File: config.mk
export PLATFORM = sky130hd
export DESIGN_NAME = serial_frame_rx
export DESIGN_NICKNAME = d
export VERILOG_FILES = /design/src/rtl/serial_frame_rx_pkg.sv /design/src/rtl/serial_frame_rx_sync.sv /design/src/rtl/serial_frame_rx_core.sv /design/src/rtl/serial_frame_rx_hold.sv /design/src/rtl/serial_frame_rx.sv
export SDC_FILE = /design/constraint.sdc
export NUM_CORES = 1
export LEC_CHECK = 0
export CAP_MARGIN = 20
export CORE_AREA = 3 3 85 87
export CTS_CLUSTER_SIZE = 24
export DETAILED_ROUTE_END_ITERATION = 8
export DIE_AREA = 0 0 88 90
export HOLD_SLACK_MARGIN = 0.02
export PLACE_DENSITY = 0.65
export SLEW_MARGIN = 30
export SYNTH_ARGS = -nofsm -noshare
export SYNTH_HDL_FRONTEND = slang
export SYNTH_HIERARCHICAL = 1
export SYNTH_SLANG_ARGS = --single-unit
File: constraint.sdc
create_clock -name clk -period 1.7 [get_ports clk]
set_clock_uncertainty 0.05 [all_clocks]
set_input_delay 0.425 -clock clk [delete_from_list [all_inputs] [get_ports clk]]
set_output_delay 0.425 -clock clk [all_outputs]
set_load 0.01 [all_outputs]
File: src/rtl/serial_frame_rx_pkg.sv
package serial_frame_rx_pkg;

  localparam int unsigned WORD_W   = 9;
  localparam int unsigned MIN_BITS = 5;
  localparam int unsigned OSR      = 16;
  localparam int unsigned IDX_W    = $clog2(WORD_W + 1);
  localparam int unsigned CNT_W    = $clog2(OSR);

  typedef enum logic [1:0] {
    PM_NONE  = 2'b00,
    PM_EVEN  = 2'b01,
    PM_ODD   = 2'b10,
    PM_NONE3 = 2'b11
  } par_mode_t;

  typedef enum logic [2:0] {
    RS_IDLE,
    RS_START,
    RS_DATA,
    RS_PAR,
    RS_STOP
  } rx_state_t;

  typedef struct packed {
    logic [WORD_W-1:0] word;
    logic              perr;
    logic              ferr;
  } rx_result_t;

endpackage

File: src/rtl/serial_frame_rx_sync.sv
module serial_frame_rx_sync #(
  parameter int unsigned STAGES = 2
) (
  input  logic clk,
  input  logic rst_n,
  input  logic din,
  output logic dout,
  output logic fall
);

  logic [STAGES:0] chain;
  logic            prev;

  assign chain[0] = din;

  for (genvar g = 0; g < STAGES; g++) begin : g_stage
    always_ff @(posedge clk) begin
      if (!rst_n) chain[g+1] <= 1'b1;
      else        chain[g+1] <= chain[g];
    end
  end

  always_ff @(posedge clk) begin
    if (!rst_n) prev <= 1'b1;
    else        prev <= chain[STAGES];
  end

  assign dout = chain[STAGES];
  assign fall = prev & ~chain[STAGES];

endmodule

File: src/rtl/serial_frame_rx_core.sv
module serial_frame_rx_core
  import serial_frame_rx_pkg::*;
#(
  parameter int unsigned OVERSAMPLE = OSR,
  parameter int unsigned BASE_BITS  = MIN_BITS
) (
  input  logic              clk,
  input  logic              rst_n,
  input  logic              os_tick,
  input  logic              line,
  input  logic              fall,
  input  logic [1:0]        cfg_len,
  input  logic [1:0]        cfg_parity,
  input  logic              cfg_incl,
  output logic              done,
  output rx_result_t        result
);

  localparam int unsigned CW       = $clog2(OVERSAMPLE);
  localparam logic [CW-1:0] MID_CNT  = CW'(OVERSAMPLE/2 - 1);
  localparam logic [CW-1:0] FULL_CNT = CW'(OVERSAMPLE - 1);

  rx_state_t         state;
  logic [CW-1:0]     tcnt;
  logic [IDX_W-1:0]  bidx;
  logic [IDX_W-1:0]  nd_q;
  logic              par_on_q;
  logic              odd_q;
  logic [WORD_W-1:0] shreg;
  logic              acc;
  logic              perr_q;

  par_mode_t         pmode;
  logic              par_on_cfg;
  logic [IDX_W-1:0]  nd_next;
  logic              mid_hit;
  logic              full_hit;

  assign pmode      = par_mode_t'(cfg_parity);
  assign par_on_cfg = (pmode == PM_EVEN) || (pmode == PM_ODD);
  assign nd_next    = IDX_W'(BASE_BITS) + IDX_W'(cfg_len)
                    - IDX_W'(cfg_incl & par_on_cfg);
  assign mid_hit    = os_tick && (tcnt == MID_CNT);
  assign full_hit   = os_tick && (tcnt == FULL_CNT);

  always_ff @(posedge clk) begin
    if (!rst_n) begin
      state    <= RS_IDLE;
      tcnt     <= '0;
      bidx     <= '0;
      nd_q     <= IDX_W'(BASE_BITS);
      par_on_q <= 1'b0;
      odd_q    <= 1'b0;
      shreg    <= '0;
      acc      <= 1'b0;
      perr_q   <= 1'b0;
      done     <= 1'b0;
      result   <= '0;
    end else begin
      done <= 1'b0;
      case (state)
        RS_IDLE: begin
          tcnt <= '0;
          if (fall) begin
            state    <= RS_START;
            nd_q     <= nd_next;
            par_on_q <= par_on_cfg;
            odd_q    <= (pmode == PM_ODD);
            bidx     <= '0;
            shreg    <= '0;
            acc      <= 1'b0;
            perr_q   <= 1'b0;
          end
        end
        RS_START: begin
          if (mid_hit) begin
            tcnt  <= '0;
            state <= line ? RS_IDLE : RS_DATA;
          end else if (os_tick) begin
            tcnt <= tcnt + 1'b1;
          end
        end
        RS_DATA: begin
          if (full_hit) begin
            tcnt        <= '0;
            shreg[bidx] <= line;
            acc         <= acc ^ line;
            bidx        <= bidx + 1'b1;
            if (bidx == nd_q - 1'b1) state <= par_on_q ? RS_PAR : RS_STOP;
          end else if (os_tick) begin
            tcnt <= tcnt + 1'b1;
          end
        end
        RS_PAR: begin
          if (full_hit) begin
            tcnt        <= '0;
            shreg[nd_q] <= line;
            perr_q      <= acc ^ line ^ odd_q;
            state       <= RS_STOP;
          end else if (os_tick) begin
            tcnt <= tcnt + 1'b1;
          end
        end
        RS_STOP: begin
          if (full_hit) begin
            tcnt        <= '0;
            done        <= 1'b1;
            result.word <= shreg;
            result.perr <= perr_q;
            result.ferr <= ~line;
            state       <= RS_IDLE;
          end else if (os_tick) begin
            tcnt <= tcnt + 1'b1;
          end
        end
        default: state <= RS_IDLE;
      endcase
    end
  end

  // a high line at the start midpoint aborts without output
  p_glitch_abort_r2: assert property (@(posedge clk) disable iff (!rst_n)
    (state == RS_START && mid_hit && line) |=> (state == RS_IDLE && !done));

  // framing flag mirrors the stop sample
  p_stop_flag_r7: assert property (@(posedge clk) disable iff (!rst_n)
    (state == RS_STOP && full_hit) |=> (done && result.ferr == !$past(line)));

  // completion is a single-cycle event
  p_done_single_r9: assert property (@(posedge clk) disable iff (!rst_n)
    done |=> !done);

  // short frames without parity leave the top bits clear
  p_top_zero_r4: assert property (@(posedge clk) disable iff (!rst_n)
    (done && !par_on_q && nd_q < IDX_W'(8)) |-> (result.word[8:7] == 2'b00));

  // no parity mode never reports a parity error
  p_no_par_err_r5: assert property (@(posedge clk) disable iff (!rst_n)
    (done && !par_on_q) |-> !result.perr);

endmodule

File: src/rtl/serial_frame_rx_hold.sv
module serial_frame_rx_hold
  import serial_frame_rx_pkg::*;
(
  input  logic       clk,
  input  logic       rst_n,
  input  logic       load,
  input  rx_result_t din,
  input  logic       ready,
  output logic       valid,
  output rx_result_t dout
);

  always_ff @(posedge clk) begin
    if (!rst_n) begin
      valid <= 1'b0;
      dout  <= '0;
    end else if (load) begin
      valid <= 1'b1;
      dout  <= din;
    end else if (valid && ready) begin
      valid <= 1'b0;
    end
  end

  // held word is stable under back-pressure
  p_hold_stable_r10: assert property (@(posedge clk) disable iff (!rst_n)
    (valid && !ready && !load) |=> (valid && $stable(dout)));

  // accepted word is released
  p_take_clears_r10: assert property (@(posedge clk) disable iff (!rst_n)
    (valid && ready && !load) |=> !valid);

  // a completed frame always surfaces
  p_load_shows_r9: assert property (@(posedge clk) disable iff (!rst_n)
    load |=> valid);

endmodule

File: src/rtl/serial_frame_rx.sv
module serial_frame_rx
  import serial_frame_rx_pkg::*;
#(
  parameter int unsigned SYNC_STAGES = 2,
  parameter int unsigned OVERSAMPLE  = OSR
) (
  input  logic              clk,
  input  logic              rst_n,
  input  logic              os_tick,
  input  logic              rx_line,
  input  logic [1:0]        cfg_len,
  input  logic [1:0]        cfg_parity,
  input  logic              cfg_incl,
  output logic              rx_valid,
  input  logic              rx_ready,
  output logic [WORD_W-1:0] rx_word,
  output logic              rx_par_err,
  output logic              rx_frame_err
);

  logic       line_s;
  logic       fall_s;
  logic       done;
  rx_result_t res_core;
  rx_result_t res_hold;

  serial_frame_rx_sync #(.STAGES(SYNC_STAGES)) u_sync (
    .clk  (clk),
    .rst_n(rst_n),
    .din  (rx_line),
    .dout (line_s),
    .fall (fall_s)
  );

  serial_frame_rx_core #(.OVERSAMPLE(OVERSAMPLE), .BASE_BITS(MIN_BITS)) u_core (
    .clk       (clk),
    .rst_n     (rst_n),
    .os_tick   (os_tick),
    .line      (line_s),
    .fall      (fall_s),
    .cfg_len   (cfg_len),
    .cfg_parity(cfg_parity),
    .cfg_incl  (cfg_incl),
    .done      (done),
    .result    (res_core)
  );

  serial_frame_rx_hold u_hold (
    .clk  (clk),
    .rst_n(rst_n),
    .load (done),
    .din  (res_core),
    .ready(rx_ready),
    .valid(rx_valid),
    .dout (res_hold)
  );

  assign rx_word      = res_hold.word;
  assign rx_par_err   = res_hold.perr;
  assign rx_frame_err = res_hold.ferr;

endmodule

Word-level counts from Yosys, hierarchy flattened
Index checks and enable logic that the tools add are counted.
{ "word_totals": {"register_bits": 55, "out_inout_bits": 12} }
{ "classes": {"add_sub_neg": 5, "order_cmp": 4, "n_eq_ne": 15, "muxes": 34, "bitwise_logic": 5, "reduce_logical": 20} }
{ "op_table": {"columns": ["cell", "n"], "rows": [
  ["9-bit two-way mux", 3],
  ["9-bit case mux with 3 select lines", 1],
  ["3-bit two-way mux", 7],
  ["4-bit two-way mux", 5],
  ["9-bit bitwise mux", 2],
  ["3-bit case mux with 5 select lines", 1],
  ["4-bit case mux with 3 select lines", 1],
  ["4-bit by 5-bit < comparator with 1-bit output, second input constant", 2],
  ["2-bit by 1-bit != test with 1-bit output, second input constant", 5],
  ["4-bit by 1-bit adder with 4-bit output, second input constant", 2],
  ["1-bit demux with 4-bit select", 2],
  ["4-bit by 1-bit >= comparator with 1-bit output, second input constant", 2],
  ["1-bit two-way mux", 8],
  ["4-bit case mux with 2 select lines", 1],
  ["3-bit by 2-bit == test with 1-bit output, second input constant", 2],
  ["2-bit AND reduction", 3],
  ["3-bit AND reduction", 2],
  ["6-bit AND reduction", 1],
  ["2-bit nonzero test", 3],
  ["3-bit nonzero test", 2],
  ["1-bit logical AND", 5],
  ["3-bit by 2-bit adder with 4-bit output, first input constant", 1],
  ["4-bit by 3-bit == test with 1-bit output, second input constant", 1],
  ["4-bit == test", 1],
  ["17 further kinds", 20]
]} }

Logic depth before layout (Yosys ltp)
Gate-level depths: netlist of the first run.
{ "logic_depth": {"ltp_word": 7, "ltp_mapped": 8, "mapped_depth_nobuf": 8} }

Cells and area by module
Netlist of the first run, hierarchy kept.
{ "modules_own_cells": {"columns": ["module", "instances", "cells_per_inst", "area_each_um2", "seq_area_each_um2"], "rows": [
  ["serial_frame_rx_core", 1, 264, 2386.0, 800.8],
  ["serial_frame_rx_hold", 1, 38, 447.9, 240.2],
  ["serial_frame_rx_sync", 1, 7, 85.1, 60.1]
]} }

Worst setup path after synthesis of the first run
No wires, ideal clock.
{ "synth_path": {"kind": "register to register", "from": "reg u_core.nd_q[0]", "to": "reg u_core.state[0]", "setup_ns": 0.125, "t_arrival_ns": 1.547, "required_ns": 1.525, "slack_ns": -0.021, "stages_incl_launch_ff": 8, "n_path_buf": 0, "cell_sequence": "dfxtp_1 -> inv_1 -> ha_1 -> xnor2_4 -> xnor2_1 -> o41ai_2 -> o21ai_2 -> mux2i_1"} }
{ "synth_between": {"elab_chain_cells": 4} }
{ "synth_lines": {"columns": ["element", "line", "text"], "rows": [
  ["start, declared", "serial_frame_rx_core.sv:26", "logic [IDX_W-1:0] nd_q;"],
  ["start signal, assigned", "serial_frame_rx_core.sv:51", "nd_q <= IDX_W'(BASE_BITS);"],
  ["start signal, assigned", "serial_frame_rx_core.sv:66", "nd_q <= nd_next;"],
  ["4-bit by 1-bit subtractor with 4-bit output", "serial_frame_rx_core.sv:89", "if (bidx == nd_q - 1'b1) state <= par_on_q ? RS_PAR : RS_STOP;"],
  ["4-bit == test", "serial_frame_rx_core.sv:89", null],
  ["2-bit by 1-bit != test with 1-bit output (no line)", null, null],
  ["6-bit AND reduction (no line)", null, null],
  ["end signal, assigned", "serial_frame_rx_core.sv:78", "state <= line ? RS_IDLE : RS_DATA;"],
  ["end signal, assigned", "serial_frame_rx_core.sv:89", null],
  ["end, declared", "serial_frame_rx_core.sv:23", "rx_state_t state;"]
]} }
No other way between the ends.
A chain may end at the register's enable or synchronous reset.

Worst setup path after layout of the first run
{ "layout_path": {"from": "reg u_core.nd_q[1]", "to": "reg u_core.state[0]"} }
Same word-level chain as after synthesis.

==> results of run 1 <==
==> registers in the layout, indices dropped and copies added (netlist names), 3 cells and up <==
name,flops
u_core/state,3
u_core/result,11
u_core/nd_q,4
u_core/shreg,9
u_core/bidx,4
u_core/tcnt,4
u_hold/dout,11
==> layout by cell type (no fill, tap or decap), types with 3 or more instances in the layout <==
master	n
a21oi_1	9
buf_4	36
clkbuf_8	5
clkdlybuf4s50_1	9
dfxtp_1	52
dfxtp_2	3
dlymetal6s2s_1	10
ha_1	9
inv_1	5
inv_2	3
mux2i_1	41
nand2_1	27
nand2b_1	4
nand3_1	7
nand3b_1	9
nor2_1	28
nor2b_1	13
nor3_1	7
o211a_1	8
o21ai_0	9
o221ai_1	7
or3_1	4
xnor2_1	6
xor2_1	3
==> final timing paths <==
path / end / cells after the start
max reg2reg: u_core/state[0] / 7
min reg2reg: u_sync/dout / 1
min: u_sync/dout / 1
max: u_core/state[0] / 7
==> stage by stage <==
step | util, % | hold WS (ps)
after floorplan | - | 336
after global placement | 52.9 | 340
after detailed placement | 52.9 | 349
after CTS | 55.2 | 371
after global routing | 56.0 | 388
final | 56.0 | 361
==> what timing repair did <==
item,4_1_cts,5_1_grt
pin swaps,3,1
gates cloned,0,0
resized for setup,17,14
buffers inserted,0,1
setup endpoints to repair,10,25
==> cell families after synthesis <==
| logic type | count (synthesis) |
|---|---|
| compound gates | 48 |
| xor+xnor | 12 |
| fa+ha+maj | 13 |
| buf+inv | 28 |
| flops | 55 |
| mux | 42 |
| simple gates | 111 |
==> critical path, cell delays in order, from the launching register on <==
cell	delay, ps
dfxtp_2	350
inv_2	50
ha_4	170
xnor2_4	120
xnor2_2	140
o41ai_2	370
o21ai_2	160
mux2i_1	140
==> per-layer routing <==
metal / routed length [um] / share of wire (%)
met5: 0 / 0
met4: 114 / 1.9
met3: 185 / 3.1
met2: 2790 / 46
met1: 2940 / 49
==> power by group through the flow <==
stage | Clock [W] | Combinational [W] | Sequential, W
floorplan | 0 | 0.000132 | 0.00135
global placement | 0 | 0.000210 | 0.00136
detailed placement | 0 | 0.000214 | 0.00136
CTS | 0.000766 | 0.000229 | 0.00133
global route | 0.000812 | 0.000255 | 0.00133
finish | 0.000748 | 0.000232 | 0.00133
==> final cells by class <==
class                      instances  area (um^2)  area share, %
multi-input combinational        226         1730           48.2
clock buffer                       6         72.6           2.02
inverter                           8         30.0          0.835
tap                               77         96.3           2.68
sequential                        55         1100           30.7
clock inverter                     2         16.3          0.452
timing repair buffer              59          543           15.1
==> reports/metrics.csv, run 1 <==
stage;metric;value;unit
yosys;synth.net_count;332;
die;fp.dieH;90;um
yosys;synth_simple_gate_area_share;19.6;%
global_route;grt_start_max_net_pins;33;
sta;slew_headroom;73.6;%
setup_path;critical_path_class;reg2reg;
yosys;synth.cells.most_frequent;dfxtp_1, mux2i_1, nor2_1;
global_route;global_route_met3_utilization;3.11;%
die;core.rowCount;29;
power_and_ir_drop;finalPower;0.00231;W
route;drtPass1Iterations;4;
global_route;grt_first_pass_wirelength;10500;um
yosys;synth_warnings;6;
yosys;synth_area;0.00292;mm^2
setup_path;setup.reg_to_reg.worst_slack;30;ps
yosys;postSynthRegisterBits;55;
yosys;dominantRegCellSynth;dfxtp_1;
yosys;yosys-mux-area-fraction;14.4;%
hold_path;worstHoldStart;u_sync/chain[1];
yosys;synth_compound_area_share;12.9;%
cells_and_area;final.fill_count;579;
yosys;seq_area_frac_synth;37.7;%
placed_design;io_buffer_count;21;
yosys;dominant_combinational_cell_family_by_area_after_synthesis;simple AND/OR/NAND/NOR gates;
cts;cts.root.buffer_cell;clkbuf_8;
global_route;groute.layer.met1.usage;21.9;%
power_and_ir_drop;net-switching-power;0.000581;W
route;avgRoutedWirePerCell;13.9;um
yosys;synth_top_area_cell;dfxtp_1;
sta;setup_viol;0;
yosys;synth_most_common_cell;dfxtp_1;
cts;cts.htree.levels;2;
cells_and_area;finish.cell_count_without_fillers;433;
route;ant_nets;0;
sta;period_share;98.1;%
die;design.die.area;0.00792;mm^2
global_route;grt_remaining_overflow;0;
cts;clock_insertion_delay_worst_skew;310;ps
yosys;post_synth.cell_area_avg;9.45;um^2
hold_path;holdCritPathClass;reg2reg;
setup_path;critical_path.startpoint;u_core/nd_q[1];
cts;cts_hold_fix_bufs;0;
sta;layout_setup_ws;31.5;ps
power_and_ir_drop;peakVddDrop;0.331;mV
cells_and_area;layout.cell_area.non_filler;0.00360;mm^2
power_and_ir_drop;seqPwrFrac;57.6;%
placed_design;place_hpwl;4130;um
power_and_ir_drop;p_comb_share;10.0;%
die;placeableCoreArea;0.00642;mm^2
power_and_ir_drop;internal_power;0.00173;W
setup_path;cp_max_fo;3;
placed_design;placed_cell_area;0.00340;mm^2
route;drtIter0Drc;151;
flow_run;maxCapViolCount;0;
sta;final_hold_viol_count;0;
cts;cts_max_path_buffers;2;
sta;final.setup.tns;0;ps
global_route;groute.layer.met2.usage;25.4;%
route;via_count;2290;
cts;tritoncts;built;
yosys;yosys-top-cells-area;dfxtp_1, mux2i_1, ha_1;
cells_and_area;final_nets;378;
global_route;grt_busiest_layer;met2;
placed_design;dp_slack;-496;ps
global_route;groute.usage.overall;16.3;%
global_route;via_count_of_the_first_global_routing_pass;2193;
placed_design;placed_cells;424;
yosys;post_synthesis_share_of_cell_area_spent_on_xor_and_xnor_gates;4.24;%
cts;clock-sinks;55;
cells_and_area;diodes;0;
yosys;synth-edff-count;0;
power_and_ir_drop;power_leakage;1.74;nW
sta;rsz_0062_raised_after_global_routing;true;
die;number_of_placed_i_o_pins;22;
sta;maxClockFrequency;0.599;GHz
setup_path;worstSetupEndpointType;flip-flop;
global_route;antenna_found_initial;0;
setup_path;arrival;1820;ps
sta;post_route_minimum_period;1670;ps
setup_path;timing.rr.start;u_core/nd_q[1];
yosys;ys_async_sr_fraction;0;%
route;finalWirelength;6030;um
die;initial_utilization;45.5;%
yosys;fraction_of_the_mapped_netlist_area_in_adder_cells;5.57;%
cts;worst_path_clk_slew;100;ps
status;outcome;finished, final reports clean;
die;fp.dieW;88;um
sta;drv_slew;0;
cts;cts_inserted_buffers;5;
yosys;synth_cell_type_count;44;
cells_and_area;area_growth_syn_to_layout;23.2;%
setup_path;crit_path_start_kind;flip-flop;
yosys;netlist_instances;309;
power_and_ir_drop;power.share.clock;32.4;%
route;drc;0;
yosys;netlist.area_leader.share;37.7;%
route;viasPerCell;5.29;
placed_design;globalplace.congestion;0.822;
sta;worstMarginPinSlew;396;ps
setup_path;required_time_worst_endpoint;1850;ps
power_and_ir_drop;power-per-cell-area;642;mW/mm^2
power_and_ir_drop;switching_share;25.1;%
cells_and_area;final_layout_size_suffix_gt1_share;20.8;%
No activity file was read; power rests on OpenSTA's default activity.
==> run 2: changes to the inputs <==
--- a/config.mk
+++ b/config.mk
@@ -11,7 +11,6 @@
 export DETAILED_ROUTE_END_ITERATION = 8
 export DIE_AREA = 0 0 88 90
 export HOLD_SLACK_MARGIN = 0.02
-export PLACE_DENSITY = 0.65
 export SLEW_MARGIN = 30
 export SYNTH_ARGS = -nofsm -noshare
 export SYNTH_HDL_FRONTEND = slang
==> constraint.sdc (replaced) <==
create_clock -name clk -period 1.78 [get_ports clk]
set_clock_uncertainty 0.05 [all_clocks]
set_input_delay 0.445 -clock clk [delete_from_list [all_inputs] [get_ports clk]]
set_output_delay 0.445 -clock clk [all_outputs]
set_load 0.01 [all_outputs]
==> reports/metrics.csv, run 2 (synthesized netlist as in run 1, its figures left out) <==
stage;metric;value;unit;change
cts;cts.htree.levels;2;;unchanged
cts;cts_hold_fix_bufs;0;;unchanged
setup_path;critical_path.startpoint;os_tick;;was u_core/nd_q[1]
die;design.die.area;0.00792;mm^2;unchanged
cells_and_area;diodes;0;;unchanged
setup_path;setup.reg_to_reg.worst_slack;60;ps;was 30 ps
route;finalWirelength;6040;um;was 6030 um
cells_and_area;area_growth_syn_to_layout;22.6;%;was 23.2%
global_route;grt_first_pass_wirelength;10400;um;was 10500 um
status;outcome;finished, final reports clean;;unchanged
cells_and_area;fin_util;55.7;%;was 56.0%
global_route;grt_start_max_net_pins;22;;was 33
sta;drv_slew;0;;unchanged
cells_and_area;final.fill_count;602;;was 579
sta;post_route_minimum_period;1740;ps;
power_and_ir_drop;power_leakage;1.56;nW;was 1.74 nW
sta;worst_hold_slack;366;ps;was 361 ps
placed_design;place_hpwl;4470;um;was 4130 um
setup_path;worstSetupEndpointType;flip-flop;;unchanged
sta;slew_headroom;70.2;%;was 73.6%
cts;tritoncts;built;;unchanged
cts;clock-sinks;55;;unchanged
die;number_of_placed_i_o_pins;22;;unchanged
setup_path;crit_path_start_kind;input pin;;was flip-flop
setup_path;cp_max_fo;3;;unchanged
route;drtPass1Iterations;4;;unchanged
flow_run;maxCapViolCount;0;;unchanged
hold_path;worstHoldStart;u_sync/chain[1];;unchanged
sta;maxClockFrequency;0.574;GHz;
cells_and_area;final_layout_size_suffix_gt1_share;20.2;%;was 20.8%
global_route;grt_remaining_overflow;0;;unchanged
cts;cts_max_path_buffers;2;;unchanged
route;ant_nets;0;;unchanged
die;placeableCoreArea;0.00642;mm^2;unchanged
power_and_ir_drop;peakVddDrop;0.421;mV;was 0.331 mV
cells_and_area;reg.largest.list;u_core/result: 11 flops, u_hold/dout: 11 flops, u_core/shreg: 9 flops;;unchanged
sta;period_share;97.8;%;
cells_and_area;layout_common_cells;dfxtp_1, mux2i_1, buf_4;;unchanged
power_and_ir_drop;power-per-cell-area;612;mW/mm^2;was 642 mW/mm^2
placed_design;globalplace.congestion;0.777;;was 0.822
cells_and_area;layout_commonest_cell;dfxtp_1;;unchanged
hold_path;holdCritPathClass;reg2reg;;unchanged
cts;cts.root.buffer_cell;clkbuf_8;;unchanged
sta;worstMarginPinSlew;447;ps;was 396 ps
route;avgRoutedWirePerCell;13.9;um;about the same
global_route;groute.usage.overall;15.9;%;was 16.3%
setup_path;crit_path_top_delay_cell;clkdlybuf4s50_1;;was o41ai_2
die;fp.dieH;90;um;unchanged
cts;cts_inserted_buffers;5;;unchanged
sta;setup_viol;0;;unchanged
route;viasPerCell;5.19;;was 5.29
setup_path;crit_path_max_incr_delay;420;ps;was 370 ps
cells_and_area;multiInputGateArea;0.00174;mm^2;was 0.00173 mm^2
die;core.rowCount;29;;unchanged
setup_path;required_time_worst_endpoint;1930;ps;was 1850 ps
setup_path;arrival;1890;ps;was 1820 ps
setup_path;critical_path_class;in2reg;;was reg2reg
die;fp.dieW;88;um;unchanged
die;initial_utilization;45.5;%;unchanged
sta;final.setup.tns;0;ps;unchanged
cts;cts_setup_buffers;0;;unchanged
cts;worst_path_clk_slew;100;ps;about the same
cells_and_area;final_nets;379;;was 378
route;via_count;2253;;was 2290
setup_path;timing.critical_path.cells;clkdlybuf4s50_1 -> and4_2 -> buf_4 -> mux2i_4 -> and3b_1 -> xnor2_1 -> nor2_1;;was inv_2 -> ha_4 -> xnor2_4 -> xnor2_2 -> o41ai_2 -> o21ai_2 -> mux2i_1
global_route;antenna_found_initial;0;;unchanged
route;drtIter0Drc;116;;was 151
sta;final_hold_viol_count;0;;unchanged
setup_path;timing.rr.start;u_core/tcnt[0];;was u_core/nd_q[1]
cells_and_area;layout.area.seq;0.00110;mm^2;about the same
global_route;via_count_of_the_first_global_routing_pass;2140;;was 2193
route;drc;0;;unchanged
placed_design;io_buffer_count;21;;unchanged
cts;clock_insertion_delay_worst_skew;300;ps;was 310 ps
run 2: power by group:
part / switching [W] / internal, W
Sequential: 0.0000197 / 0.00125
Combinational: 0.000107 / 0.000118
Clock: 0.000412 / 0.000283
run 2: timing repair:
| item | CTS | global route |
|---|---|---|
| setup endpoints to repair | 5 | 12 |
| gates resized for setup | 9 | 10 |
| pin swaps | 2 | 1 |
run 2: final timing paths:
path,end,cells after the start
worst min register to register,u_sync/dout,1
worst max register to register,u_core/bidx[2],7
worst max-delay path,u_core/bidx[2],7
worst min-delay path,u_sync/dout,1
run 2: metal layers:
metal,vias up,track usage (%),part of all wire [%]
met5,-,0,0
met4,0,3.71,0.68
met3,4,2.83,2.0
met2,20,25.5,47
met1,1057,22.1,50
li1,1172,-,-
run 2: cell type report:
class	count	area share, %
clock buffer	5	1.92
clock inverter	3	0.629
sequential	55	30.8
tap	77	2.69
multi-input combinational	226	48.7
timing repair buffer	60	14.4
inverter	8	0.839
run 2: metrics by stage:
stage	cell area, um^2	cells	power, W	worst slack, ps
floorplan	2920	309	0.00142	58.8
global placement	3400	426	0.00150	-384
detailed placement	3400	426	0.00151	-463
CTS	3520	434	0.00222	4.46
global route	3580	434	0.00230	-31.8
finish	3580	434	0.00219	38.4
run 2: worst max-delay path: cells and delay by family:
kind                      cells  cell delay, ps
buffers and inverters         2             570
and+or+nand+nor               3             550
muxes                         1             180
xor gates and xnor gates      1             150
